## src/rtl/wwdt_pkg.sv

```systemverilog
package wwdt_pkg;
  typedef enum logic [1:0] {
    EV_NONE,
    EV_KICK,
    EV_EARLY,
    EV_EXPIRE
  } wd_evt_e;
endpackage

```

## src/rtl/wwdt_cfg.sv

```systemverilog
module wwdt_cfg #(
  parameter int unsigned EXP_W = 5
) (
  input  logic             clk_i,
  input  logic             rst_ni,
  input  logic             we_i,
  input  logic             en_i,
  input  logic [EXP_W-1:0] cexp_i,
  input  logic [EXP_W-1:0] oexp_i,
  output logic             en_o,
  output logic [EXP_W-1:0] cexp_o,
  output logic [EXP_W-1:0] oexp_o
);
  always_ff @(posedge clk_i or negedge rst_ni) begin
    if (!rst_ni) begin
      en_o   <= 1'b0;
      cexp_o <= '0;
      oexp_o <= '0;
    end else if (we_i) begin
      en_o   <= en_i;
      cexp_o <= cexp_i;
      oexp_o <= oexp_i;
    end
  end
endmodule

```

## src/rtl/wwdt_window.sv

```systemverilog
module wwdt_window #(
  parameter int unsigned EXP_W = 5,
  parameter int unsigned CNT_W = 34
) (
  input  logic [EXP_W-1:0] cexp_i,
  input  logic [EXP_W-1:0] oexp_i,
  output logic [CNT_W-1:0] closed_len_o,
  output logic [CNT_W-1:0] total_len_o
);
  localparam logic [CNT_W-1:0] ONE = CNT_W'(1);

  logic [EXP_W:0]   c_sh, o_sh;
  logic [CNT_W-1:0] open_len;

  always_comb begin
    c_sh         = {1'b0, cexp_i} + (EXP_W+1)'(1);
    o_sh         = {1'b0, oexp_i} + (EXP_W+1)'(1);
    closed_len_o = ONE << c_sh;
    open_len     = ONE << o_sh;
    total_len_o  = closed_len_o + open_len;
  end
endmodule

```

## src/rtl/wwdt_judge.sv

```systemverilog
module wwdt_judge
  import wwdt_pkg::*;
#(
  parameter int unsigned CNT_W = 34
) (
  input  logic             en_i,
  input  logic             we_i,
  input  logic             tick_i,
  input  logic             kick_i,
  input  logic [CNT_W-1:0] count_i,
  input  logic [CNT_W-1:0] closed_len_i,
  input  logic [CNT_W-1:0] total_len_i,
  output wd_evt_e          evt_o
);
  logic at_end;

  always_comb begin
    at_end = (count_i == total_len_i - CNT_W'(1));
    evt_o  = EV_NONE;
    if (en_i && !we_i) begin
      // timeout outranks a clear in the same cycle
      if (tick_i && at_end)                   evt_o = EV_EXPIRE;
      else if (kick_i && count_i < closed_len_i) evt_o = EV_EARLY;
      else if (kick_i)                        evt_o = EV_KICK;
    end
  end
endmodule

```

## src/rtl/wwdt_counter.sv

```systemverilog
module wwdt_counter
  import wwdt_pkg::*;
#(
  parameter int unsigned CNT_W = 34
) (
  input  logic             clk_i,
  input  logic             rst_ni,
  input  logic             en_i,
  input  logic             we_i,
  input  logic             tick_i,
  input  wd_evt_e          evt_i,
  output logic [CNT_W-1:0] count_o,
  output logic             rst_req_o
);
  always_ff @(posedge clk_i or negedge rst_ni) begin
    if (!rst_ni) begin
      count_o   <= '0;
      rst_req_o <= 1'b0;
    end else begin
      rst_req_o <= 1'b0;
      if (we_i || !en_i) begin
        count_o <= '0;
      end else begin
        unique case (evt_i)
          EV_EXPIRE, EV_EARLY: begin
            count_o   <= '0;
            rst_req_o <= 1'b1;
          end
          EV_KICK: count_o <= '0;
          default: if (tick_i) count_o <= count_o + CNT_W'(1);
        endcase
      end
    end
  end
endmodule

```

## src/rtl/win_watchdog.sv

```systemverilog
module win_watchdog
  import wwdt_pkg::*;
#(
  parameter int unsigned EXP_W = 5,
  localparam int unsigned CNT_W = (2 ** EXP_W) + 2
) (
  input  logic             clk_i,
  input  logic             rst_ni,
  input  logic             tick_i,
  input  logic             cfg_we_i,
  input  logic             cfg_en_i,
  input  logic [EXP_W-1:0] cfg_closed_exp_i,
  input  logic [EXP_W-1:0] cfg_open_exp_i,
  input  logic             kick_i,
  output logic             rst_req_o,
  output logic [CNT_W-1:0] count_o
);
  logic             cfg_en;
  logic [EXP_W-1:0] cfg_cexp, cfg_oexp;
  logic [CNT_W-1:0] closed_len, total_len;
  wd_evt_e          evt;

  wwdt_cfg #(.EXP_W(EXP_W)) u_cfg (
    .clk_i (clk_i),
    .rst_ni(rst_ni),
    .we_i  (cfg_we_i),
    .en_i  (cfg_en_i),
    .cexp_i(cfg_closed_exp_i),
    .oexp_i(cfg_open_exp_i),
    .en_o  (cfg_en),
    .cexp_o(cfg_cexp),
    .oexp_o(cfg_oexp)
  );

  wwdt_window #(.EXP_W(EXP_W), .CNT_W(CNT_W)) u_window (
    .cexp_i      (cfg_cexp),
    .oexp_i      (cfg_oexp),
    .closed_len_o(closed_len),
    .total_len_o (total_len)
  );

  wwdt_judge #(.CNT_W(CNT_W)) u_judge (
    .en_i        (cfg_en),
    .we_i        (cfg_we_i),
    .tick_i      (tick_i),
    .kick_i      (kick_i),
    .count_i     (count_o),
    .closed_len_i(closed_len),
    .total_len_i (total_len),
    .evt_o       (evt)
  );

  wwdt_counter #(.CNT_W(CNT_W)) u_counter (
    .clk_i    (clk_i),
    .rst_ni   (rst_ni),
    .en_i     (cfg_en),
    .we_i     (cfg_we_i),
    .tick_i   (tick_i),
    .evt_i    (evt),
    .count_o  (count_o),
    .rst_req_o(rst_req_o)
  );
endmodule

```

## config.mk

```make
export PLATFORM = sky130hd
export DESIGN_NAME = win_watchdog
export DESIGN_NICKNAME = d
export VERILOG_FILES = /design/src/rtl/wwdt_pkg.sv /design/src/rtl/wwdt_cfg.sv /design/src/rtl/wwdt_window.sv /design/src/rtl/wwdt_judge.sv /design/src/rtl/wwdt_counter.sv /design/src/rtl/win_watchdog.sv
export SDC_FILE = /design/constraint.sdc
export NUM_CORES = 1
export LEC_CHECK = 0
export BUFFER_PORTS_ARGS = -buffer_cell sky130_fd_sc_hd__buf_2
export CAP_MARGIN = 20
export CELL_PAD_IN_SITES_DETAIL_PLACEMENT = 0
export CELL_PAD_IN_SITES_GLOBAL_PLACEMENT = 1
export CORE_MARGIN = 5
export CORE_UTILIZATION = 51
export CTS_BUF_LIST = sky130_fd_sc_hd__clkbuf_4 sky130_fd_sc_hd__clkbuf_8
export CTS_CLUSTER_SIZE = 12
export DETAILED_ROUTE_END_ITERATION = 12
export PLACE_DENSITY = 0.95
export SETUP_SLACK_MARGIN = 0.2
export SKIP_LAST_GASP = 1
export SLEW_MARGIN = 20
export SYNTH_ARGS = -nofsm -noshare
export SYNTH_HDL_FRONTEND = slang
export SYNTH_SLANG_ARGS = --single-unit
```

## constraint.sdc

```tcl
create_clock -name clk_i -period 10.04 [get_ports clk_i]
set_input_delay 0.502 -clock clk_i [delete_from_list [all_inputs] [get_ports clk_i]]
set_output_delay 0.502 -clock clk_i [all_outputs]
set_load 0.01 [all_outputs]
```

* After elaboration in Yosys (flattened, before gate mapping)
Cells that the tools add are included.
** Word-level totals
- Output and inout bits :: 35
- Logic and storage cells :: 35
- Register bits :: 46
** Cells by class
- Muxes and demuxes :: 9
- Reductions and logical operators :: 9
- Equal/unequal tests :: 4
- $lt $le $gt $ge :: 1
- Add/subtract/negate cells :: 5
- Shift operators :: 2
** Operators with widths (count)
- $mux W34 :: 3
- $shl A1 B6 Y34 const A :: 2
- $add A34 B1 Y34 const B :: 1
- $add A34 B34 Y34 :: 1
- $eq A34 B34 Y1 :: 1
- $lt A34 B34 Y1 :: 1
- $sub A34 B1 Y34 const B :: 1
- $add A5 B1 Y6 const B :: 2
- $mux W2 :: 3
- $eq A2 B2 Y1 const B :: 2
- $logic_and A1 B1 Y1 :: 3
- $mux W1 :: 3
- $reduce_bool A3 Y1 :: 1
- $reduce_or A3 Y1 :: 1
- $eq A2 B1 Y1 const B :: 1
- $logic_not A1 Y1 :: 2
- $reduce_or A2 Y1 :: 1
- $logic_or A1 B1 Y1 :: 1

* Logic depth before layout (Yosys ltp)
- Word-level depth :: 12
- Depth in mapped cells :: 19

* Hierarchy
A second synthesis with hierarchy kept.
** Second synthesis, totals
- Cells, all modules :: 861
- Area, all modules :: 6555.0 sq um
** Modules (own cells, without submodules)
- wwdt_window :: area an instance 2144.6 sq um, times used 1, cells an instance 344
- wwdt_judge :: area an instance 2062.0 sq um, times used 1, cells an instance 291
- wwdt_counter :: area an instance 1900.6 sq um, times used 1, cells an instance 203
- wwdt_cfg :: area an instance 447.9 sq um, times used 1, cells an instance 23

* Worst setup path before layout
No wires, ideal clock.
- Kind :: flip-flop to flip-flop
- Start point :: reg u_cfg.cexp_o[4]
- End point :: reg u_counter.rst_req_o
- Cell stages (with the launch flop) :: 18
- Setup time :: 0.077 ns
- Setup slack :: 5.326 ns
- Required time :: 9.963 ns
- Period minus slack after synthesis :: 4.714 ns
- Arrival :: 4.636 ns
- Path through :: dfrtp_1 > clkbuf_1 > nor3b_1 > nand2_1 > ha_1 > inv_1 > ha_1 > buf_2 > o21a_1 > a21oi_4 > nor3_2 > o31a_1 > a221o_1 > or4_1 > or4_1 > or4b_4 > or3_1 > a21oi_1
** Between the ends
- Word-level cells in the longest chain between the ends :: 12
- Elaborated cells on any way between the ends :: 16
** Ends and longest elaborated chain
- start, declared :: line wwdt_cfg.sv:11 : output logic [EXP_W-1:0] cexp_o,
- start signal, assigned :: line wwdt_cfg.sv:21 : cexp_o <= cexp_i;
- $add A5 B1 Y6 * :: line wwdt_window.sv:16 : c_sh = {1'b0, cexp_i} + (EXP_W+1)'(1);
- $shl A1 B6 Y34 * :: line wwdt_window.sv:18 : closed_len_o = ONE << c_sh;
- $add A34 B34 Y34 :: line wwdt_window.sv:20 : total_len_o = closed_len_o + open_len;
- $sub A34 B1 Y34 :: line wwdt_judge.sv:18 : at_end = (count_i == total_len_i - CNT_W'(1));
- $eq A34 B34 Y1 :: line wwdt_judge.sv:18
- $logic_and A1 B1 Y1 :: line wwdt_judge.sv:22 : if (tick_i && at_end) evt_o = EV_EXPIRE;
- $mux W2 * :: line wwdt_judge.sv:22
- $mux W2 * :: line wwdt_judge.sv:20 : if (en_i && !we_i) begin
- $eq A2 B2 Y1 :: line wwdt_counter.sv:24 : unique case (evt_i)
- $reduce_or A2 Y1 *
- $mux W1 * :: line wwdt_counter.sv:24
- $mux W1 * :: line wwdt_counter.sv:21 : if (we_i || !en_i) begin
- end signal, assigned :: line wwdt_counter.sv:18 : rst_req_o <= 1'b0;
- end signal, assigned :: line wwdt_counter.sv:20 : rst_req_o <= 1'b0;
- end signal, assigned :: line wwdt_counter.sv:27 : rst_req_o <= 1'b1;
- end, declared :: line wwdt_counter.sv:13 : output logic rst_req_o
Every way passes the cells marked *; elsewhere a longest branch is shown, timed or not.
A chain may end at the register's enable or synchronous reset.

* Worst setup path after layout
- Start point :: reg u_cfg.cexp_o[2]
- End point :: reg u_counter.count_o[1]
** Between the ends
- Word-level cells in the longest chain between the ends :: 12
- Elaborated cells on any way between the ends :: 18
** Ends and longest elaborated chain
- $add A5 B1 Y6 * :: line wwdt_window.sv:16
- $shl A1 B6 Y34 * :: line wwdt_window.sv:18
- $add A34 B34 Y34 :: line wwdt_window.sv:20
- $sub A34 B1 Y34 :: line wwdt_judge.sv:18
- $eq A34 B34 Y1 :: line wwdt_judge.sv:18
- $logic_and A1 B1 Y1 :: line wwdt_judge.sv:22
- $mux W2 * :: line wwdt_judge.sv:22
- $mux W2 * :: line wwdt_judge.sv:20
- $eq A2 B2 Y1 or $eq A2 B1 Y1 (tied branches) :: line wwdt_counter.sv:24
- $reduce_or A3 Y1 (no source line) *
- $mux W34 :: line wwdt_counter.sv:24
- $mux W34 :: line wwdt_counter.sv:21
- end signal, assigned :: line wwdt_counter.sv:30 : default: if (tick_i) count_o <= count_o + CNT_W'(1);
- end, declared :: line wwdt_counter.sv:12 : output logic [CNT_W-1:0] count_o,
Marked as above.

==> impl_metrics.yaml <==
sta:
  slew_violations: 0
  finalSetupViolCount: 0
  finClkSkew_ps: 6.59
  fin_crit_sh_pct: 53.5
  tns_ps: 0
  slew_headroom_pct: 45.0
  fin_hold_ws_ps: 190
  timing.fmax_mhz: 186
  hold_violations: 0
  rsz0062_at_grt: "false"
  fin_crit_ps: 5380
  tightest_slew_ps: 819
floorplan:
  core-area_sq_um: 12100
  io_pins: 51
  start_util_pct: 52.4
  rows: 40
  fp.dieH_um: 121
  die-area_sq_um: 14700
  die_w_um: 121
placement:
  portBuffers: 50
  place_hpwl_mm: 15.5
  gp_congestion: 0.959
synth:
  synth-seq-cells: 46
  ys_seq_area_share_pct: 18.2
  synth_edf_count: 0
  syn_area_sq_um: 6310
  async_flop_share_pct: 100
  yosys.cell_types.count: 68
  synth_area_per_cell_sq_um: 7.56
  synth-main-ff-cell: "dfrtp_1"
  yosysWarnings: 0
  synth_cells: 835
drt:
  drt_iter0_drc: 450
  wirelength_mm: 18.7
  drt-wirelength-per-cell_um: 18.1
  ant_nets: 0
  firstDrtPassIters: 5
  routed-via-count: 6046
  avgViaCountPerCell: 5.84
  route.detailed.drc: 0
min_path:
  min_path_type: "in -> async"
clocking:
  tritoncts: "built"
  htreeDepth: 2
  clock_latency_ps: 300
  clk_path_buf_depth: 2
  cts_made_buffers: 5
  post_cts_buffers: 0
  post_cts_resized: 0
  ctsRootBufferMaster: "clkbuf_8"
  hold_buffers: 0
  path_clk_slew_ps: 80
  cts_sinks: 46
run:
  drv_cap: 0
pwr:
  powerDensity_nw_per_um2: 113
  p_leak_uw: 0.00333
  power_uw: 765
  peakVddDrop_uv: 149
worst_setup_path:
  start_kind: "flop"
  cp.arrival_ps: 5530
  worstSetupStartpoint: "u_cfg.cexp_o[2]"
  cp_slowest_stage_delay_ps: 580
  critPathSlowestCell: "or4b_4"
  crit_path_cell_trace: "nor2b_1 -> nand2_1 -> ha_1 -> inv_1 -> ha_1 -> a211o_1 -> a21oi_4 -> nor3_2 -> o31a_1 -> a221o_1 -> or4_1 -> or4_1 -> or4b_4 -> o311ai_1 -> a21oi_1"
  crit_fanout: 8
  required_ps: 10190
  r2r_start: "u_cfg.cexp_o[2]"
  crit_type: "reg -> reg"
  critical_path_buf_inv_count: 1
  endpoint_kind: "flop"
  critPathTopFamily: "simple AND/OR/NAND/NOR gates"
final_layout:
  area_delta_synth_final_pct: 7.35
  antennaDiodeCount: 0
  nets: 983
  drive_gt1_share_pct: 9.33
  mostFrequentLayoutCell: "nand2_1"
  layout_common_cells: "nand2_1 (132), ha_1 (99), inv_1 (77)"
  fill_cells: 1175
run_status:
  status: "finished clean"
global_route:
  antenna_found_initial: 0
  grt_overflow: 0
  grt_max_degree: 47
  grt_usage_pct: 25.4
  grt_pass1_vias: 5640
  grt_pass1_wl_mm: 29.6
## per-layer routing
metal | share of wire, % | vias up | routed length (um) | track usage [%]
met1 | 47 | 2801 | 8770 | 36.7
met3 | 6.5 | 38 | 1210 | 2.52
met5 | 0 | - | 0 | 0
li1 | - | 3001 | - | -
met2 | 43 | 206 | 8080 | 39.2
met4 | 3.5 | 0 | 649 | 9.45
## cells in the mapped netlist (all sizes together) (22+ instances only)
cell type	n	area, sq um
nand3	22	110
nor2	42	158
ha	99	1240
xor2	40	350
a21oi	45	236
o21ai	27	135
inv	77	289
nand2	132	495
clkbuf	22	82.6
xnor2	39	342
nor3	47	240
nand4	23	144
dfrtp	46	1150
## sequential cells by signal, summed over array words and instances (netlist names)
| signal | count |
|---|---|
| u_cfg.en_o | 1 |
| u_counter.rst_req_o | 1 |
| u_cfg.cexp_o | 5 |
| u_counter.count_o | 34 |
| u_cfg.oexp_o | 5 |
## metrics by stage
stage	instance area, sq um	cells	util, %	setup slack (ps)
after floorplan	6320	837	-	5330
after global placement	6680	1028	55.4	4810
after detailed placement	6680	1028	55.4	4740
after CTS	6780	1036	56.2	4720
after global routing	6780	1036	56.2	4340
final	6780	1036	56.2	4660
## kinds of logic after synthesis
logic type / share of synthesized area, %
AO/OA/AOI/OAI: 15.8
XOR/XNOR: 11.0
adder cells (fa/ha/maj): 19.9
buffers and inverters: 6.40
flip-flops: 18.2
multiplexers: 2.42
other: 0.0594
AND/OR/NAND/NOR: 26.2
## final cells by class
class	count	area [sq um]	area share, %
Inverter	77	289	4.26
Sequential cell	46	1150	17.0
Tap cell	168	210	3.10
Clock buffer	7	90.1	1.33
Clock inverter	1	5.00	0.0738
Timing Repair Buffer	51	260	3.84
Multi-Input combinational cell	686	4770	70.4
## report_power, final
part	total, uW	switching (uW)	internal [uW]
Clock	119	60.4	58.3
Sequential	198	8.08	190
Combinational	449	274	175
Total	765	342	423
## path summary, 6_finish.rpt
kind,endpoint,depth (start not counted),slack (ps)
setup / recovery,u_counter.count_o[1],15,4660
hold / removal,u_counter.count_o[33],1,190
setup reg to reg,u_counter.count_o[1],15,4660
hold reg to reg,u_cfg.en_o,2,580
max in group asynchronous,u_counter.count_o[5],1,9460
min in group clk_i,u_cfg.en_o,3,400
No activity file was read; power rests on OpenSTA's default activity.
